--- src/rtl/ctxsw_pkg.sv ---
package ctxsw_pkg;

  typedef enum logic [1:0] {
    ST_LAUNCH = 2'd0,
    ST_RUN    = 2'd1,
    ST_FLUSH  = 2'd2,
    ST_STALL  = 2'd3
  } ctxState_e;

  // Strobes from control to the PC datapath
  typedef struct packed {
    logic pcStep;   // active context issued, advance its PC
    logic fetchEn;  // fetch output is valid
  } dpStrobe_t;

endpackage

--- src/rtl/ctxsw_datapath.sv ---
module ctxsw_datapath #(
  parameter int NUM_CTX = 4,
  parameter int PC_W = 32,
  parameter logic [PC_W-1:0] BOOT_BASE = 32'h0000_1000,
  parameter logic [PC_W-1:0] BOOT_STRIDE = 32'h0000_0100,
  parameter int INSTR_BYTES = 4,
  localparam int CTX_W = $clog2(NUM_CTX)
) (
  input  logic                  clk,
  input  logic                  rstN,
  input  ctxsw_pkg::dpStrobe_t  strobe,
  input  logic [CTX_W-1:0]      activeCtx,
  output logic                  fetchValid,
  output logic [PC_W-1:0]       fetchPc
);

  localparam logic [PC_W-1:0] STEP = PC_W'(INSTR_BYTES);

  logic [PC_W-1:0] pcFile [NUM_CTX];

  for (genvar g = 0; g < NUM_CTX; g++) begin : g_pc
    localparam logic [PC_W-1:0] BOOT_PC = BOOT_BASE + PC_W'(g) * BOOT_STRIDE;
    always_ff @(posedge clk) begin
      if (!rstN) begin
        pcFile[g] <= BOOT_PC;
      end else if (strobe.pcStep && (activeCtx == CTX_W'(g))) begin
        pcFile[g] <= pcFile[g] + STEP;
      end
    end
  end

  assign fetchPc    = pcFile[activeCtx];
  assign fetchValid = strobe.fetchEn;

endmodule

--- src/rtl/ctxsw_ctrl.sv ---
module ctxsw_ctrl #(
  parameter int NUM_CTX = 4,
  parameter int QUANT_W = 16,
  localparam int CTX_W = $clog2(NUM_CTX)
) (
  input  logic                  clk,
  input  logic                  rstN,
  input  logic [QUANT_W-1:0]    quantum,
  input  logic                  issueValid,
  input  logic                  evMiss,
  input  logic                  evNet,
  input  logic                  evSync,
  input  logic                  evHint,
  input  logic                  retValid,
  input  logic [CTX_W-1:0]      retCtx,
  output logic                  flush,
  output logic [CTX_W-1:0]      activeCtx,
  output logic [NUM_CTX-1:0]    readyMask,
  output ctxsw_pkg::dpStrobe_t  strobe
);
  import ctxsw_pkg::*;

  ctxState_e          state;
  logic [CTX_W-1:0]   activeQ;
  logic [NUM_CTX-1:0] readyQ;
  logic               flushQ;
  logic               fetchQ;
  logic [QUANT_W-1:0] quantCnt;

  logic               inRun;
  logic               timeout;
  logic               swReq;
  logic               blockNow;
  logic [NUM_CTX-1:0] retMask;
  logic [NUM_CTX-1:0] readyNext;
  logic               pickFound;
  logic [CTX_W-1:0]   pickCtx;
  logic [CTX_W-1:0]   probe;

  // Event decode; data return is folded in before the pick
  always_comb begin
    inRun    = (state == ST_RUN);
    timeout  = inRun && issueValid && (quantCnt <= QUANT_W'(1));
    swReq    = inRun && (evMiss || evNet || evSync || evHint || timeout);
    blockNow = inRun && (evMiss || evNet);

    retMask = '0;
    if (retValid) retMask[retCtx] = 1'b1;

    readyNext = readyQ | retMask;
    if (blockNow) readyNext[activeQ] = 1'b0;
  end

  // Round-robin pick: nearest ready context after the current one,
  // the current one itself being the last candidate
  always_comb begin
    pickFound = 1'b0;
    pickCtx   = activeQ;
    probe     = '0;
    for (int i = NUM_CTX; i >= 1; i--) begin
      probe = CTX_W'((int'(activeQ) + i) % NUM_CTX);
      if (readyNext[probe]) begin
        pickFound = 1'b1;
        pickCtx   = probe;
      end
    end
  end

  always_ff @(posedge clk) begin
    if (!rstN) begin
      state    <= ST_LAUNCH;
      activeQ  <= '0;
      readyQ   <= '1;
      flushQ   <= 1'b0;
      fetchQ   <= 1'b0;
      quantCnt <= '0;
    end else begin
      readyQ <= readyNext;
      flushQ <= 1'b0;
      case (state)
        ST_LAUNCH: begin
          state    <= ST_RUN;
          fetchQ   <= 1'b1;
          quantCnt <= quantum;
        end
        ST_RUN: begin
          if (swReq) begin
            flushQ   <= 1'b1;
            fetchQ   <= 1'b0;
            quantCnt <= quantum;
            if (pickFound) begin
              activeQ <= pickCtx;
              state   <= ST_FLUSH;
            end else begin
              state <= ST_STALL;
            end
          end else if (issueValid) begin
            quantCnt <= quantCnt - QUANT_W'(1);
          end
        end
        ST_FLUSH: begin
          state  <= ST_RUN;
          fetchQ <= 1'b1;
        end
        ST_STALL: begin
          if (pickFound) begin
            activeQ  <= pickCtx;
            state    <= ST_RUN;
            fetchQ   <= 1'b1;
            quantCnt <= quantum;
          end
        end
        default: state <= ST_LAUNCH;
      endcase
    end
  end

  assign flush          = flushQ;
  assign activeCtx      = activeQ;
  assign readyMask      = readyQ;
  assign strobe.pcStep  = inRun && issueValid;
  assign strobe.fetchEn = fetchQ;

endmodule

--- src/rtl/ctx_switch_ctrl.sv ---
module ctx_switch_ctrl #(
  parameter int NUM_CTX = 4,
  parameter int PC_W = 32,
  parameter int QUANT_W = 16,
  parameter logic [PC_W-1:0] BOOT_BASE = 32'h0000_1000,
  parameter logic [PC_W-1:0] BOOT_STRIDE = 32'h0000_0100,
  parameter int INSTR_BYTES = 4,
  localparam int CTX_W = $clog2(NUM_CTX)
) (
  input  logic               clk,
  input  logic               rstN,
  input  logic [QUANT_W-1:0] quantum,
  input  logic               issueValid,
  input  logic               evMiss,
  input  logic               evNet,
  input  logic               evSync,
  input  logic               evHint,
  input  logic               retValid,
  input  logic [CTX_W-1:0]   retCtx,
  output logic               flush,
  output logic               fetchValid,
  output logic [PC_W-1:0]    fetchPc,
  output logic [CTX_W-1:0]   activeCtx,
  output logic [NUM_CTX-1:0] readyMask
);

  ctxsw_pkg::dpStrobe_t strobe;

  ctxsw_ctrl #(
    .NUM_CTX (NUM_CTX),
    .QUANT_W (QUANT_W)
  ) u_ctrl (
    .clk        (clk),
    .rstN       (rstN),
    .quantum    (quantum),
    .issueValid (issueValid),
    .evMiss     (evMiss),
    .evNet      (evNet),
    .evSync     (evSync),
    .evHint     (evHint),
    .retValid   (retValid),
    .retCtx     (retCtx),
    .flush      (flush),
    .activeCtx  (activeCtx),
    .readyMask  (readyMask),
    .strobe     (strobe)
  );

  ctxsw_datapath #(
    .NUM_CTX     (NUM_CTX),
    .PC_W        (PC_W),
    .BOOT_BASE   (BOOT_BASE),
    .BOOT_STRIDE (BOOT_STRIDE),
    .INSTR_BYTES (INSTR_BYTES)
  ) u_dp (
    .clk        (clk),
    .rstN       (rstN),
    .strobe     (strobe),
    .activeCtx  (activeCtx),
    .fetchValid (fetchValid),
    .fetchPc    (fetchPc)
  );

endmodule

--- config.mk ---
export PLATFORM = sky130hd
export DESIGN_NAME = ctx_switch_ctrl
export DESIGN_NICKNAME = d
export VERILOG_FILES = /design/src/rtl/ctxsw_pkg.sv /design/src/rtl/ctxsw_datapath.sv /design/src/rtl/ctxsw_ctrl.sv /design/src/rtl/ctx_switch_ctrl.sv
export SDC_FILE = /design/constraint.sdc
export NUM_CORES = 1
export LEC_CHECK = 0
export CAP_MARGIN = 10
export CORE_AREA = 3 3 125 127
export CTS_BUF_LIST = sky130_fd_sc_hd__clkbuf_16
export CTS_CLUSTER_DIAMETER = 50
export DETAILED_ROUTE_END_ITERATION = 8
export DIE_AREA = 0 0 128 130
export GPL_TIMING_DRIVEN = 0
export PLACE_DENSITY = 0.81
export SLEW_MARGIN = 20
export SYNTH_ARGS = -nofsm -noshare
export SYNTH_HDL_FRONTEND = slang
export SYNTH_SLANG_ARGS = --single-unit
--- constraint.sdc ---
create_clock -name clk -period 5.95 [get_ports clk]
set_clock_uncertainty 0.05 [all_clocks]
set_input_delay 1.4875 -clock clk [delete_from_list [all_inputs] [get_ports clk]]
set_output_delay 1.4875 -clock clk [all_outputs]
set_load 0.005 [all_outputs]
==> results.md <==
* Worst-Margin Slew at 792.9 ps
* Vias post-DR at 6924
* Placed instance count at 1080
* Crit path DAT at 2570 ps
* Fin. max-slew vios at 0
* Overall Global Routing Usage at 26.40%
* Simple-gate share of the synthesized area at 22.75%
* Layout cells sized above 1 at 10.45%
* Finished Layout Cells at 1112
* Worst-Skew Late Latency at 430 ps
* Worst r2r path cells at 6
* Port Buf Inserts at 62
* Routability-driven placement congestion ratio at 0.9085
* Crit path max-delay cell type: buf_1
* Status: complete, no violations
* Clock transition at the registers of the reported paths at 60 ps
* Die Y at 130 um
* Synthesized flop and latch total at 148
* VDD IR-drop max at 0.0002190 V
* Switching pwr at 837.0 uW
* Post-synthesis cell type count at 60
* R2r setup slk at 3440 ps
* Number of post-CTS setup repair buffers at 0
* Final Cycle Share at 69.07%
* Rows at 44
* Final hold slack at 449.7 ps
* First-pass GRT wire length at 33900 um
* Mapped cell area at 8735 um^2
* Gr ovfl total at 0
* TritonCTS clock tree: done
* Drt pass-1 iters at 5
* Fmax at 0.2433 GHz
* Setup total negative slack at 0 ps
* Combinational Power Share at 21.6%
* Initial Utilization at 60.10%
* Syn Area/Cell at 10.49 um^2
* PwrDens at 303.4 nW/um^2
* Largest net degree at the start of global routing at 31
* Required @ worst endpoint at 4410 ps
* Seq/Total Area, Yosys at 47.67%
* Synth Area in XOR/XNOR at 10.23%
* Layout Utilization at 70.28%
* Post-DRT Antenna Nets at 0
* Drt via density at 6.227
* Worst path top cell family by delay: buffers and inverters
* DRT iter0 DRCs at 735
* Synth Instances at 833
* Start-to-end type of the worst setup path: reg -> out
* N_diodes at 0
* Sequential Power Share at 42.1%
* Most common cell after layout, fill and taps aside: nor2_1
* Hold Crit Depth at 2
* Vias in the first global route at 6640
* Net Sw Frac at 27.01%
* Sink Count at 148
* Num CTS Buffers at 17
* RSZ-0062 raised after global routing: no
* Io pins at 66
* Final HPWL DP at 14980 um
* R2R Path End: u_dp.pcFile[0][30]
* Most frequent cells in the layout: nor2_1 (145), edfxtp_1 (120), xor2_1 (66)
* Worst-path cell chain: buf_1 > mux4_2 > clkdlybuf4s50_1
* Slew headroom at 47.14%
* Main combinational cell family by area after synthesis: simple AND/OR/NAND/NOR gates
* CTS root buffer: clkbuf_16
* Worst R2R Start: u_dp.pcFile[0][2]
* Area delta synth->final at 16.95%
* Syn. warnings at 0
* WL final at 21210 um
* Longest Clk Path Bufs at 2
* Leakage at 0.003369 uW
* Core ar. at 14530 um^2
* Hold Violations, Final at 0
* Synth Area in Adders at 1.432%
* Pint at 2262 uW
* Max-cap violation count at 0
* Cts repair resizes at 0
* Worst path bufs/invs at 2
* Synth Area in Compound Gates at 6.718%
* DR WL/cell at 19.08 um
* Critical Path Fanout Max at 10
* Die X at 128 um
* Hold_sp: u_ctrl.quantCnt[13]
* Crit. path cell count at 3
* Post-cts hold buffer count at 0
* # setup viols final at 0
* Clock power share at 36.2%
* Crit. End Element: primary output
* Die ar. at 16640 um^2
* Antenna violations before repair at 0
* Worst Hold End: u_ctrl.quantCnt[13]
* Final #Nets at 951
* Tmin final at 4110 ps
* Multiplexer share of the synthesized area at 8.480%
* Min-delay worst type: reg -> reg
* Largest stage delay, worst path at 630 ps
* Drt drc at 0
* Worst Setup Start Kind: flop
* CTS H-tree depth at 4
state kept, by name, summed over array words and instances (netlist names), named ones only:
signal            flops
u_ctrl.flush          1
u_ctrl.quantCnt      16
u_ctrl.activeCtx      2
u_ctrl.readyMask      4
u_dp.pcFile         120
u_ctrl.state          2
u_ctrl.fetchQ         1
routing by layer:
metal | track usage (%) | share of wire (%) | up-vias | wire length (um)
met4 | 11.36 | 2.9 | 0 | 623
met2 | 42.14 | 47 | 349 | 10070
met5 | 0 | 0 | - | 0
li1 | - | - | 3191 | -
met1 | 35.86 | 41 | 3338 | 8766
met3 | 4.830 | 8.2 | 46 | 1749
worst reg2reg max path, cell delays in order, from the launching register on:
cell	delay [ps]
edfxtp_1	490
ha_1	290
nand4_1	150
nor3_2	470
nand3_1	310
or3_1	420
a21oi_1	160
Yosys cell counts (all sizes together):
cell type | n | area, um^2
nor2 | 147 | 561.8
edfxtp | 120 | 3603
xor2 | 66 | 578.1
nand2 | 64 | 240.2
nand3 | 45 | 230.2
o21ai | 41 | 216.5
xnor2 | 36 | 315.3
a21oi | 31 | 155.2
mux4 | 31 | 698.2
dfxtp | 28 | 560.5
and3 | 27 | 168.9
nand4 | 25 | 156.4
and2 | 20 | 125.1
inv | 20 | 75.07
nor3 | 19 | 115.1
clkbuf | 17 | 63.81
buf | 13 | 95.08
nor4 | 12 | 102.6
and4 | 10 | 87.58
ha | 10 | 125.1
or3 | 7 | 43.79
nor2b | 4 | 25.02
nor3b | 4 | 35.03
o32ai | 4 | 72.57
a211oi | 3 | 37.54
a31oi | 3 | 25.02
and3b | 3 | 26.28
nand2b | 3 | 18.77
mux2 | 2 | 22.52
mux2i | 2 | 20.02
o21a | 2 | 15.01
or2 | 2 | 12.52
a21boi | 1 | 7.510
a21o | 1 | 7.510
a41oi | 1 | 8.760
conb | 1 | 3.750
nand4bb | 1 | 11.26
nor4b | 1 | 8.760
nor4bb | 1 | 10.01
o211ai | 1 | 7.510
o221a | 1 | 11.26
o22ai | 1 | 6.260
o311ai | 1 | 16.27
or4 | 1 | 7.510
through the flow:
stage | cell area (um^2) | total power [uW] | worst slack (ps)
2_1_floorplan | 8738 | 1683 | 2896
6_report | 10210 | 3099 | 1840
3_5_place_dp | 9599 | 1986 | 2255
3_3_place_gp | 9589 | 1971 | 2068
4_1_cts | 10210 | 3110 | 1767
5_1_grt | 10210 | 3214 | 1662
power by group through the flow:
| stage | combinational (uW) | sequential (uW) | clock, uW |
|---|---|---|---|
| 2_1_floorplan | 403 | 1280 | 0 |
| 3_3_place_gp | 654 | 1320 | 0 |
| 3_5_place_dp | 667 | 1320 | 0 |
| 4_1_cts | 674 | 1300 | 1140 |
| 5_1_grt | 725 | 1310 | 1180 |
| 6_report | 671 | 1310 | 1120 |
worst max path at each step:
| stage | end | startpoint | slack (ps) |
|---|---|---|---|
| after floorplan | u_dp.pcFile[0][10] | rstN | 2900 |
| after global placement | u_dp.pcFile[0][26] | issueValid | 2070 |
| after detailed placement | u_ctrl.quantCnt[5] | issueValid | 2250 |
| after CTS | fetchPc[8] | flop | 1770 |
| after global routing | fetchPc[17] | flop | 1660 |
| final | fetchPc[9] | flop | 1840 |
final cells by class:
cell class	count	area [um^2]
inverters	20	75.07
fillers	1026	4319
flip-flops and latches	148	4164
plain buffers	30	158.9
multi-input cells	636	4350
clock inverters	15	190.2
well taps	184	230.2
clock buffers	17	425.4
repair buffers	62	620.6
logic make-up (layout without fill, tap and decap cells):
| group | after synthesis | in the layout |
|---|---|---|
| buf+inv | 50 | 144 |
| compound gates | 91 | 91 |
| flops | 148 | 148 |
| mux | 35 | 35 |
| xor+xnor | 102 | 102 |
| fa+ha+maj | 10 | 10 |
| other cells | 1 | 2 |
| simple gates | 396 | 396 |
Note: power is estimated with default switching activity, not from simulation.
